`config.mk`:
```
export PLATFORM = sky130hd
export DESIGN_NAME = bsm_array
export DESIGN_NICKNAME = d
export VERILOG_FILES = /design/src/rtl/bsm_pkg.sv /design/src/rtl/bsm_cell.sv /design/src/rtl/bsm_sched.sv /design/src/rtl/bsm_array.sv
export SDC_FILE = /design/constraint.sdc
export NUM_CORES = 1
export LEC_CHECK = 0
export ABC_AREA = 1
export ABC_CLOCK_PERIOD_IN_PS = 3100
export BUFFER_PORTS_ARGS = -buffer_cell sky130_fd_sc_hd__buf_2
export CAP_MARGIN = 20
export CORE_ASPECT_RATIO = 0.8
export CORE_MARGIN = 4
export CORE_UTILIZATION = 44
export DETAILED_ROUTE_END_ITERATION = 8
export PLACE_DENSITY_LB_ADDON = 0.15
export SKIP_CTS_REPAIR_TIMING = 1
export SYNTH_ARGS = -nofsm -noshare
export SYNTH_HDL_FRONTEND = slang
export SYNTH_HIERARCHICAL = 1
export SYNTH_SLANG_ARGS = --single-unit
```
`constraint.sdc`:
```
create_clock -name clk -period 3.1 [get_ports clk]
set_clock_uncertainty 0.05 [all_clocks]
set_input_delay 0.31 -clock clk [delete_from_list [all_inputs] [get_ports clk]]
set_output_delay 0.31 -clock clk [all_outputs]
set_load 0.01 [all_outputs]
```
`src/rtl/bsm_pkg.sv`:
```
package bsm_pkg;
  // Data passed from one cell to the next: partial sum bit and delayed y bit.
  typedef struct packed {
    logic sum;
    logic yb;
  } bsm_link_t;
endpackage

```
`src/rtl/bsm_cell.sv`:
```
module bsm_cell
  import bsm_pkg::*;
(
  input  logic      clk,
  input  logic      rst_n,
  input  logic      lead,    // this cell's first cycle of an operation
  input  logic      x_ser,
  input  bsm_link_t link_i,
  output bsm_link_t link_o
);
  logic x_q, c_q, s_q, y1_q, y2_q;
  logic x_eff, c_in, pp, s_d, c_d;

  // Next-state logic: full adder on partial sum, partial product and own carry.
  always_comb begin
    x_eff = lead ? x_ser : x_q;
    c_in  = lead ? 1'b0 : c_q;
    pp    = x_eff & link_i.yb;
    s_d   = link_i.sum ^ pp ^ c_in;
    c_d   = (link_i.sum & pp) | (link_i.sum & c_in) | (pp & c_in);
  end

  // Registers.
  always_ff @(posedge clk or negedge rst_n) begin
    if (!rst_n) begin
      x_q  <= 1'b0;
      c_q  <= 1'b0;
      s_q  <= 1'b0;
      y1_q <= 1'b0;
      y2_q <= 1'b0;
    end else begin
      if (lead) begin
        x_q <= x_ser;
      end
      c_q  <= c_d;
      s_q  <= s_d;
      y1_q <= link_i.yb;
      y2_q <= y1_q;
    end
  end

  assign link_o = '{sum: s_q, yb: y2_q};

  // The previous operation must have drained its carry by this cell's first cycle.
  assert_carry_drained_R6: assert property (
    @(posedge clk) disable iff (!rst_n) lead |-> !c_q);
endmodule

```
`src/rtl/bsm_sched.sv`:
```
module bsm_sched #(
  parameter int N = 16
) (
  input  logic         clk,
  input  logic         rst_n,
  input  logic         start,
  output logic [N-1:0] lead,
  output logic         accept,
  output logic         out_valid
);
  localparam int IW = (N > 1) ? $clog2(N) : 1;
  localparam int OW = $clog2(2 * N);
  localparam logic [IW-1:0] IN_LOAD  = IW'(N - 1);
  localparam logic [OW-1:0] OUT_LOAD = OW'(2 * N - 1);

  logic          tail_q;
  logic [IW-1:0] in_cnt_q, in_cnt_d;
  logic [OW-1:0] out_cnt_q, out_cnt_d;

  assign lead[0] = start;

  // Start token moves one cell per cycle.
  generate
    if (N > 1) begin : g_chain
      logic [N-1:1] chain_q;
      always_ff @(posedge clk or negedge rst_n) begin
        if (!rst_n) chain_q <= '0;
        else        chain_q <= lead[N-2:0];
      end
      assign lead[N-1:1] = chain_q;
    end
  endgenerate

  always_comb begin
    if (start)                in_cnt_d = IN_LOAD;
    else if (in_cnt_q != '0)  in_cnt_d = in_cnt_q - 1'b1;
    else                      in_cnt_d = in_cnt_q;

    if (tail_q)               out_cnt_d = OUT_LOAD;
    else if (out_cnt_q != '0) out_cnt_d = out_cnt_q - 1'b1;
    else                      out_cnt_d = out_cnt_q;
  end

  always_ff @(posedge clk or negedge rst_n) begin
    if (!rst_n) begin
      tail_q    <= 1'b0;
      in_cnt_q  <= '0;
      out_cnt_q <= '0;
    end else begin
      tail_q    <= lead[N-1];
      in_cnt_q  <= in_cnt_d;
      out_cnt_q <= out_cnt_d;
    end
  end

  assign accept    = start | (in_cnt_q != '0);
  assign out_valid = tail_q | (out_cnt_q != '0);

  assert_accept_opens_R5: assert property (
    @(posedge clk) disable iff (!rst_n) $rose(accept) |-> start);

  assert_valid_holds_R3: assert property (
    @(posedge clk) disable iff (!rst_n) tail_q |=> out_valid);
endmodule

```
`src/rtl/bsm_array.sv`:
```
module bsm_array
  import bsm_pkg::*;
#(
  parameter int N = 16
) (
  input  logic clk,
  input  logic rst_n,
  input  logic start,
  input  logic x_in,
  input  logic y_in,
  input  logic s_in,
  output logic r_out,
  output logic out_valid
);
  logic [N-1:0] lead;
  logic         accept;
  bsm_link_t    link [N+1];
  logic         unused_ytail;

  bsm_sched #(.N(N)) sched_i (
    .clk       (clk),
    .rst_n     (rst_n),
    .start     (start),
    .lead      (lead),
    .accept    (accept),
    .out_valid (out_valid)
  );

  // Operand window gate: upper halves of y and s enter as zero.
  assign link[0] = '{sum: s_in & accept, yb: y_in & accept};

  generate
    for (genvar i = 0; i < N; i++) begin : g_cell
      bsm_cell cell_i (
        .clk    (clk),
        .rst_n  (rst_n),
        .lead   (lead[i]),
        .x_ser  (x_in),
        .link_i (link[i]),
        .link_o (link[i+1])
      );
    end
  endgenerate

  assign r_out        = link[N].sum;
  assign unused_ytail = link[N].yb;

  assert_idle_quiet_R8: assert property (
    @(posedge clk) disable iff (!rst_n) !out_valid |-> !r_out);
endmodule

```
==> out/qor.yml <==
clocking:
  cts_buffers: 9
  clkLatencyLatePin_ns: 0.34
  cts_buffer_depth: 2
  cts_tree: "built"
  clk_pin_slew_ns: 0.06
  cts_root_buffer: "clkbuf_16"
  cts.sinks: 103
  htreeDepth: 3
worst_setup_path:
  crit_family: "flip-flops"
  worst-path-buf-inv: 3
  crit_cells: 6
  path_class: "flop to primary output"
  startpoint_type: "flop"
  rr_worst_depth: 10
  required_ns: 2.74
  worstPathCellList: "inv_1, ha_1, inv_1, nor3_1, nand3_1, buf_2"
  arrival_ns: 1.60
  critical-path-slowest-cell: "dfrtp_1"
  path_max_fanout: 4
  cpMostUsedCell: "inv_1"
  critPathCaptureType: "primary output"
  slowest_delay_ns: 0.39
timing:
  hold_slack_ns: 0.102
  finalCritPeriodShare_pct: 63.1
  final_hold_viol_count: 0
  worstMarginPinSlew_ns: 0.625
  relSlewSlack_pct: 58.3
  setup-violations-final: 0
  max_clock_freq_ghz: 0.511
  rsz0062_at_grt: "false"
  fin_setup_tns_ns: 0
  min_period_ns: 1.96
  slew_violations: 0
logic_synthesis:
  yosysWarnings: 6
  synthCells: 404
  syn_nets: 429
  avgSynthCellArea_um2: 10.7
  syn_area_mm2: 0.00432
global_route:
  antenna_found_initial: 0
  track_usage_pct: 11.4
  grt_max_degree: 81
  overflow: 0
  grt_pass1_vias: 2322
  grt_pass1_wl_um: 10400
route:
  wl_per_cell_um: 10.5
  drc: 0
  drt_wl_total_um: 5450
  via_per_inst: 4.27
  drtPass1Iterations: 4
  drtIter0Drc: 122
  vias: 2211
  ant_nets: 0
die:
  row_count: 32
  core_area_mm2: 0.00961
  io_pins: 8
  initial_core_util_pct: 44.9
  dieArea_mm2: 0.0115
  die_h_um: 96.6
  dieWidth_um: 119
final_layout:
  drive_gt1_share_pct: 19.3
  final_cells: 518
  area_growth_pct: 6.75
  nets: 419
  diodes: 0
outcome:
  status: "complete, no violations"
pwr:
  total_leakage_power_nw: 2.42
  p_sw_mw: 0.784
  power_density_mw_per_mm2: 679
  pwr-share-seq_pct: 52.0
  p_clk_share_pct: 35.2
  comb_power_share_pct: 12.8
  peakVddDrop_uv: 359
  swShare_pct: 25.0
  intPower_mw: 2.35
placed_design:
  io_buffers: 7
  gp_congestion: 0.671
  place_inst: 500
  dp.final_hpwl_um: 3460
min_path:
  worstHoldPathCells: 1
  hp-class: "input pin to flop"
flow_run:
  cap_violations: 0
-- area by class of cell --
class	count	area, µm²
Clock buffer	13	250
Clock inverter	3	42.5
Fill cell	894	5000
Inverter	110	413
Multi-Input combinational cell	159	1090
Sequential cell	103	2580
Tap cell	119	149
Timing Repair Buffer	11	90.1
-- cells in the final DEF (no fill, tap or decap), drive strengths merged --
cell type    instances
a21oi                3
buf                 10
bufinv               1
clkbuf              13
clkinv               1
clkinvlp             1
dfrtp              103
dlygate4sd3          1
fa                  16
ha                   3
inv                110
nand2               85
nand3               24
nand4                2
nor2                 6
nor3                 2
o21ai               18
-- power by group through the flow --
stage	Clock, mW	Combinational [mW]	Sequential, mW
after floorplan	0	0.454	1.63
after global placement	0	0.393	1.65
after detailed placement	0	0.412	1.65
after CTS	1.15	0.414	1.63
after global routing	1.21	0.504	1.65
final	1.10	0.400	1.63
-- per-stage QoR --
stage          area (µm²)  power (mW)  setup slack [ns]  util [%]
2_1_floorplan        4320        2.08              1.38         -
3_3_place_gp         4280        2.04              1.26      44.5
3_5_place_dp         4280        2.06              1.25      44.5
4_1_cts              4570        3.20              1.13      47.6
5_1_grt              4610        3.37              1.00      48.0
6_report             4610        3.13              1.14      48.0
-- routing by layer --
layer / up-vias / track usage, % / wire length [µm]
met5: - / 0 / 0
met4: 0 / 4.81 / 104
met3: 11 / 4.09 / 234
met2: 24 / 17.3 / 2410
met1: 1064 / 14.9 / 2700
li1: 1112 / - / -
-- state kept, by name (all words and copies together) (netlist names) --
name / count
sched_i/g_chain.chain_q: 15
g_cell.cell_i/y1_q: 15
g_cell.cell_i/s_q: 16
sched_i/tail_q: 1
sched_i/out_cnt_q: 5
g_cell.cell_i/x_q: 16
g_cell.cell_i/c_q: 16
g_cell.cell_i/y2_q: 15
sched_i/in_cnt_q: 4
-- worst paths after layout --
kind                                       start                         end  slack, ns
max                         sched_i/out_cnt_q[0]                   out_valid       1.14
min                                        start  sched_i/g_chain.chain_q[1]       0.10
max reg2reg                  sched_i/in_cnt_q[0]        g_cell[0].cell_i/s_q       1.25
min reg2reg                g_cell[8].cell_i/y1_q       g_cell[8].cell_i/y2_q       0.30
max in group asynchronous                  rst_n        g_cell[7].cell_i/c_q       2.03
min in group asynchronous                  rst_n        sched_i/out_cnt_q[0]       0.39
-- worst register-to-register path, cell delays in order, from the launching register on --
cell	delay [ns]
dfrtp_1	0.39
inv_1	0.09
ha_1	0.23
nand2_2	0.10
nor2_4	0.05
nand2_2	0.09
nand2_1	0.05
inv_1	0.08
nand3_2	0.08
fa_1	0.50
inv_1	0.04
Note: power is estimated with default switching activity, not from simulation.
